==> src/rtl/gtmr_pkg.sv <==
package gtmr_pkg;
  localparam int CTRL_W   = 8;
  localparam int SEL_LSB  = 0;
  localparam int SEL_W    = 2;
  localparam int BIT_TGM  = 5;
  localparam int BIT_POL  = 6;
  localparam int BIT_GEN  = 7;
  localparam int NUM_SRC  = 1 << SEL_W;

  typedef struct packed {
    logic load;
    logic inc;
  } cntStrobe_t;
endpackage

==> src/rtl/gtmr_period.sv <==
module gtmr_period #(
  parameter int PRD_W = 8
) (
  input  logic             clk,
  input  logic             rstN,
  input  logic             tickEn,
  input  logic             prdWr,
  input  logic [PRD_W-1:0] prdWdata,
  output logic             prdMatch
);
  logic [PRD_W-1:0] prdReg;
  logic [PRD_W-1:0] prdCnt;

  always_ff @(posedge clk) begin
    if (!rstN) begin
      prdReg   <= '1;
      prdCnt   <= '0;
      prdMatch <= 1'b0;
    end else if (prdWr) begin
      prdReg   <= prdWdata;
      prdCnt   <= '0;
      prdMatch <= 1'b0;
    end else if (tickEn) begin
      if (prdCnt == prdReg) begin
        prdCnt   <= '0;
        prdMatch <= 1'b1;
      end else begin
        prdCnt   <= prdCnt + 1'b1;
        prdMatch <= 1'b0;
      end
    end else begin
      prdMatch <= 1'b0;
    end
  end

  AST_MATCH_WRAP: assert property (@(posedge clk) disable iff (!rstN)
    prdMatch |-> (prdCnt == '0));
  AST_MATCH_SINGLE: assert property (@(posedge clk) disable iff (!rstN)
    (prdMatch && prdReg != '0) |=> !prdMatch);
endmodule

==> src/rtl/gtmr_gate_ctrl.sv <==
module gtmr_gate_ctrl
  import gtmr_pkg::*;
#(
  parameter int SYNC_STAGES = 2
) (
  input  logic              clk,
  input  logic              rstN,
  input  logic              tickEn,
  input  logic              gatePin,
  input  logic              prdMatch,
  input  logic              cmp1Out,
  input  logic              cmp2Out,
  input  logic              ctrlWr,
  input  logic [CTRL_W-1:0] ctrlWdata,
  input  logic              cntWr,
  output logic [CTRL_W-1:0] ctrlRdata,
  output cntStrobe_t        strobe,
  output logic              gateVal
);
  logic [CTRL_W-1:0]      ctrlQ;
  logic [SEL_W-1:0]       selQ;
  logic                   tgmQ, polQ, genQ;
  logic [NUM_SRC-1:0]     srcVec;
  logic                   selGate, polGate;
  logic [SYNC_STAGES-1:0] syncQ;
  logic                   syncGate, prevGate, riseGate;
  logic                   tffQ, effGate;

  always_ff @(posedge clk) begin
    if (!rstN)       ctrlQ <= '0;
    else if (ctrlWr) ctrlQ <= ctrlWdata;
  end

  assign selQ      = ctrlQ[SEL_LSB +: SEL_W];
  assign tgmQ      = ctrlQ[BIT_TGM];
  assign polQ      = ctrlQ[BIT_POL];
  assign genQ      = ctrlQ[BIT_GEN];
  assign ctrlRdata = ctrlQ;

  // source order is the select encoding
  assign srcVec  = {cmp2Out, cmp1Out, prdMatch, gatePin};
  assign selGate = srcVec[selQ];
  assign polGate = selGate ^ polQ;

  always_ff @(posedge clk) begin
    if (!rstN) syncQ <= '0;
    else       syncQ <= {syncQ[SYNC_STAGES-2:0], polGate};
  end

  assign syncGate = syncQ[SYNC_STAGES-1];

  always_ff @(posedge clk) begin
    if (!rstN) prevGate <= 1'b0;
    else       prevGate <= syncGate;
  end

  assign riseGate = syncGate & ~prevGate;

  always_ff @(posedge clk) begin
    if (!rstN || !tgmQ) tffQ <= 1'b0;
    else if (riseGate)  tffQ <= ~tffQ;
  end

  assign effGate     = tgmQ ? tffQ : syncGate;
  assign gateVal     = effGate;
  assign strobe.load = cntWr;
  assign strobe.inc  = tickEn & (~genQ | effGate);

  AST_TOGGLE_HELD: assert property (@(posedge clk) disable iff (!rstN)
    !tgmQ |=> !tffQ);
  AST_TOGGLE_STEADY: assert property (@(posedge clk) disable iff (!rstN)
    (tgmQ && !riseGate) |=> $stable(tffQ));
endmodule

==> src/rtl/gtmr_count_dp.sv <==
module gtmr_count_dp
  import gtmr_pkg::*;
#(
  parameter int CNT_W = 16
) (
  input  logic             clk,
  input  logic             rstN,
  input  cntStrobe_t       strobe,
  input  logic [CNT_W-1:0] cntWdata,
  output logic [CNT_W-1:0] cntValue,
  output logic             ovfPulse
);
  localparam logic [CNT_W-1:0] CNT_MAX = '1;

  always_ff @(posedge clk) begin
    if (!rstN) begin
      cntValue <= '0;
      ovfPulse <= 1'b0;
    end else if (strobe.load) begin
      cntValue <= cntWdata;
      ovfPulse <= 1'b0;
    end else if (strobe.inc) begin
      cntValue <= cntValue + 1'b1;
      ovfPulse <= (cntValue == CNT_MAX);
    end else begin
      ovfPulse <= 1'b0;
    end
  end

  AST_WRITE_PRIORITY: assert property (@(posedge clk) disable iff (!rstN)
    strobe.load |=> (cntValue == $past(cntWdata) && !ovfPulse));
  AST_OVF_WRAP: assert property (@(posedge clk) disable iff (!rstN)
    ovfPulse |-> (cntValue == '0));
  AST_OVF_ONECYCLE: assert property (@(posedge clk) disable iff (!rstN)
    ovfPulse |=> !ovfPulse);
  AST_HOLD_NO_INC: assert property (@(posedge clk) disable iff (!rstN)
    (!strobe.load && !strobe.inc) |=> $stable(cntValue));
endmodule

==> src/rtl/gated_timer.sv <==
module gated_timer
  import gtmr_pkg::*;
#(
  parameter int CNT_W       = 16,
  parameter int PRD_W       = 8,
  parameter int SYNC_STAGES = 2
) (
  input  logic              clk,
  input  logic              rstN,
  input  logic              tickEn,
  input  logic              gatePin,
  input  logic              cmp1Out,
  input  logic              cmp2Out,
  input  logic              ctrlWr,
  input  logic [CTRL_W-1:0] ctrlWdata,
  output logic [CTRL_W-1:0] ctrlRdata,
  input  logic              prdWr,
  input  logic [PRD_W-1:0]  prdWdata,
  input  logic              cntWr,
  input  logic [CNT_W-1:0]  cntWdata,
  output logic [CNT_W-1:0]  cntValue,
  output logic              ovfPulse,
  output logic              gateVal
);
  logic       prdMatch;
  cntStrobe_t strobe;

  gtmr_period #(.PRD_W(PRD_W)) u_period (
    .clk(clk), .rstN(rstN), .tickEn(tickEn),
    .prdWr(prdWr), .prdWdata(prdWdata), .prdMatch(prdMatch)
  );

  gtmr_gate_ctrl #(.SYNC_STAGES(SYNC_STAGES)) u_ctrl (
    .clk(clk), .rstN(rstN), .tickEn(tickEn),
    .gatePin(gatePin), .prdMatch(prdMatch), .cmp1Out(cmp1Out), .cmp2Out(cmp2Out),
    .ctrlWr(ctrlWr), .ctrlWdata(ctrlWdata), .cntWr(cntWr),
    .ctrlRdata(ctrlRdata), .strobe(strobe), .gateVal(gateVal)
  );

  gtmr_count_dp #(.CNT_W(CNT_W)) u_dp (
    .clk(clk), .rstN(rstN), .strobe(strobe),
    .cntWdata(cntWdata), .cntValue(cntValue), .ovfPulse(ovfPulse)
  );
endmodule

==> config.mk <==
export PLATFORM = sky130hd
export DESIGN_NAME = gated_timer
export DESIGN_NICKNAME = d
export VERILOG_FILES = /design/src/rtl/gtmr_pkg.sv /design/src/rtl/gtmr_period.sv /design/src/rtl/gtmr_gate_ctrl.sv /design/src/rtl/gtmr_count_dp.sv /design/src/rtl/gated_timer.sv
export SDC_FILE = /design/constraint.sdc
export NUM_CORES = 1
export LEC_CHECK = 0
export BUFFER_PORTS_ARGS = -buffer_cell sky130_fd_sc_hd__clkbuf_2
export CAP_MARGIN = 20
export CORE_UTILIZATION = 46
export CTS_BUF_LIST = sky130_fd_sc_hd__clkbuf_16
export CTS_CLUSTER_DIAMETER = 150
export DETAILED_ROUTE_END_ITERATION = 8
export HOLD_SLACK_MARGIN = 0.06
export PLACE_DENSITY = 0.76
export SYNTH_ARGS = -nofsm -noshare
export SYNTH_HDL_FRONTEND = slang
export SYNTH_HIERARCHICAL = 1
export SYNTH_SLANG_ARGS = --single-unit
==> constraint.sdc <==
create_clock -name clk -period 1.5 [get_ports clk]
set_input_delay 0.15 -clock clk [delete_from_list [all_inputs] [get_ports clk]]
set_output_delay 0.15 -clock clk [all_outputs]
set_load 0.01 [all_outputs]
==> flow_summary_export.csv <==
group,metric,value,unit
worst_setup_path,crit_arrival,1.81,ns
timing,final_critical_path_setup_slack,-0.1030,ns
clock_network,h-tree-depth,2,
timing,finClkSkew,0.003323,ns
final_layout,multi_input_area,1250,um^2
yosys,yosysWarnings,6,
clock_network,path_clk_slew,0.06,ns
yosys,synth.area.top_cells,"dfxtp_1 (42%), mux2i_1 (8.2%), xnor2_1 (5.6%)",
floorplanning,coreArea,4474,um^2
final_layout,fill_cells,361,
final_layout,diodes,0,
yosys,netlist_area,2193,um^2
detailed_routing,drcViolationCount,5,
timing,post-route-min-period,1.603,ns
timing,fmax,0.6238,GHz
power_and_ir_drop,p_per_area,1057,nW/um^2
clock_network,numCtsBuffers,5,
place,portBuffers,66,
grt,grt_pass1_wl,8.217,mm
floorplanning,dieArea,5048,um^2
final_layout,drive_gt1_share,37.34,%
floorplanning,die_w,71.05,um
worst_setup_path,critPathMaxStageDelay,0.39,ns
final_layout,design_area,2995,um^2
detailed_routing,wl,5.147,mm
grt,grt_pass1_vias,1822,
yosys,netlist-cell-type-count,37,
final_layout,nets,358,
timing,slew_violations,0,
yosys,synth.avg_cell_area,9.578,um^2
final_layout,seq_area,923.4,um^2
detailed_routing,first_iter_violations,118,
timing,finalHoldViolCount,0,
hold_path,hold_class,"in2reg",
clock_network,cts_root_buf,"clkbuf_16",
place,gp_congestion,0.7657,
yosys,yosysTopAreaCellShare,41.99,%
floorplanning,fp.dieH,71.05,um
place,dpl.hpwl,3.578,mm
clock_network,cts_tree,"built",
hold_path,worstHoldPathCells,3,
grt,grt_overflow,0,
worst_setup_path,start_kind,"flip-flop",
floorplanning,ios,67,
final_layout,utilization,66.95,%
clock_network,clk_path_buf_depth,2,
detailed_routing,dr.pass1.iters,6,
worst_setup_path,crit_chain,"mux2_4 > o21a_4 > nand4_1 > buf_6 > or4_1 > a31oi_1",
outcome,status,"finished with violations",
worst_setup_path,r2r_cells,6,
yosys,synth_seq_cells,46,
timing,min_period_over_period,106.9,%
worst_setup_path,cp_top_family,"simple AND/OR/NAND/NOR gates",
detailed_routing,drtAntennaViolNets,0,
yosys,synth_nets,272,
timing,worst_pin_slew,0.3729,ns
grt,track_usage,20.71,%
timing,setup_viol,13,
yosys,synthFlopType,"dfxtp_1",
detailed_routing,viasPerCell,5.345,
yosys,synth_edf_count,0,
worst_setup_path,cp.depth,6,
detailed_routing,wl_per_cell,13.99,um
worst_setup_path,cp_num_buf_inv,1,
place,place_area,2704,um^2
yosys,async_flop_share,0,%
floorplanning,start_util,49.02,%
worst_setup_path,cp_slowest_cell,"or4_1",
yosys,synth_top_area_cell,"dfxtp_1",
clock_network,insertion_delay,0.28,ns
grt,antenna_found_initial,0,
final_layout,area_growth,36.57,%
power_and_ir_drop,finalPower,3.165,mW
yosys,syn_inst,229,
worst_setup_path,required,1.71,ns
detailed_routing,via_count,1967,
timing,rsz0062_at_grt,"yes",
yosys,seq_area_frac_synth,41.99,%
clock_network,numClockSinks,46,
worst_setup_path,end_kind,"flip-flop",
worst_setup_path,crit_fanout,13,
power_and_ir_drop,p_leak,1.320,nW
timing,hold_ws,0.08232,ns
worst_setup_path,path_class,"reg2reg",
outcome,violations,"DRC, setup timing",
run,maxCapViolCount,0,
timing,slew_headroom,75.14,%
power_and_ir_drop,ir_worst_vdd,0.0005822,V
grt,grt_max_degree,24,
floorplanning,num_rows,24,
-- path summary, 6_finish.rpt --
check / start / to / slack (ns)
max: u_ctrl/ctrlRdata[5] / u_dp/cntValue[9] / -0.10
min: prdWdata[4] / u_period/prdReg[4] / 0.08
max reg2reg: u_ctrl/ctrlRdata[5] / u_dp/cntValue[9] / -0.10
min reg2reg: u_ctrl/syncQ[0] / u_ctrl/syncQ[1] / 0.45
-- cells by family after synthesis --
logic type / share of synthesized area [%]
mux: 9.754
flops: 41.99
xor+xnor: 8.386
compound gates: 12.66
simple gates: 22.02
fa+ha+maj: 1.141
buf+inv: 4.050
-- layer usage --
layer | vias up | track usage (%) | share of wire, %
met1 | 904 | 26.17 | 46
met5 | - | 0 | 0
met4 | 0 | 8.667 | 1.5
li1 | 1004 | - | -
met3 | 6 | 5.840 | 4.8
met2 | 53 | 33.23 | 48
-- report_power, final --
part	switching, mW	leakage (nW)	total, mW	internal (mW)
Combinational	0.194	0.846	0.409	0.215
Sequential	0.0582	0.380	1.35	1.29
Clock	0.454	0.0940	1.41	0.957
-- cells in the final DEF (no fill, tap or decap), types with 2 or more instances in the layout --
| cell type | Yosys | routed |
|---|---|---|
| nand2_1 | 18 | 17 |
| nand3_1 | 4 | 4 |
| clkbuf_2 | 0 | 66 |
| buf_6 | 1 | 3 |
| o211a_1 | 4 | 4 |
| mux2i_1 | 18 | 18 |
| ha_1 | 2 | 2 |
| nand4_1 | 8 | 8 |
| buf_4 | 2 | 25 |
| nor4_1 | 5 | 3 |
| inv_1 | 3 | 3 |
| or4_1 | 4 | 4 |
| nor2b_1 | 13 | 13 |
| nor4_4 | 1 | 2 |
| o41a_1 | 4 | 4 |
| and2_1 | 3 | 3 |
| or3_1 | 2 | 2 |
| nor3_1 | 10 | 10 |
| o21ai_0 | 13 | 13 |
| xnor2_1 | 14 | 14 |
| nor2_1 | 6 | 6 |
| xor2_1 | 7 | 7 |
| bufinv_16 | 0 | 2 |
| o31ai_1 | 4 | 4 |
| dfxtp_1 | 46 | 44 |
| dfxtp_2 | 0 | 2 |
| a31oi_1 | 6 | 6 |
| clkbuf_16 | 0 | 5 |
| a211oi_2 | 0 | 4 |
| nand2b_1 | 5 | 5 |
-- through the flow --
step,setup TNS [ns],worst slack [ns],std cells
floorplan,-1.221,-0.1735,229
finish,-0.6290,-0.1030,368
global route,-1.455,-0.1698,368
CTS,-0.3526,-0.1058,365
global placement,-0.3626,-0.07261,357
detailed placement,-0.7399,-0.1116,357
-- registers in the layout, indices dropped and copies added (netlist names) --
register           count
u_dp/cntValue         16
u_period/prdMatch      1
u_ctrl/syncQ           2
u_ctrl/tffQ            1
u_ctrl/ctrlRdata       8
u_period/prdReg        8
u_ctrl/prevGate        1
u_dp/ovfPulse          1
u_period/prdCnt        8
-- Yosys cell counts (3+ instances only) --
library cell / instances
xnor2_1: 14
inv_1: 3
o211a_1: 4
nor4_1: 5
or4_1: 4
nand4_1: 8
xor2_1: 7
nor3_1: 10
o31ai_1: 4
nand2b_1: 5
o21ai_0: 13
o41a_1: 4
nand2_1: 18
dfxtp_1: 46
a31oi_1: 6
clkbuf_1: 7
buf_2: 5
nor2b_1: 13
mux2i_1: 18
and2_1: 3
a211oi_1: 4
nand3_1: 4
nor2_1: 6
-- repair_timing --
item | CTS | global route
setup endpoints to repair | 13 | 16
setup buffers | 0 | 3
pin swaps | 3 | 7
hold buffers | 0 | 0
resized for setup | 7 | 8
-- layout make-up --
class | instances | area share [%]
clock buffer | 5 | 4.177
tap | 52 | 2.172
sequential | 46 | 30.83
inverter | 3 | 0.3759
clock inverter | 3 | 2.297
multi-input combinational | 165 | 41.73
timing repair buffer | 94 | 18.42
-- tightest hold or removal path, delay by kind of cell --
family | cells | cell delay (ns)
buffers and inverters | 1 | 0.07
muxes | 1 | 0.05
and+or+nand+nor | 1 | 0.05
Note: power is estimated with default switching activity, not from simulation.
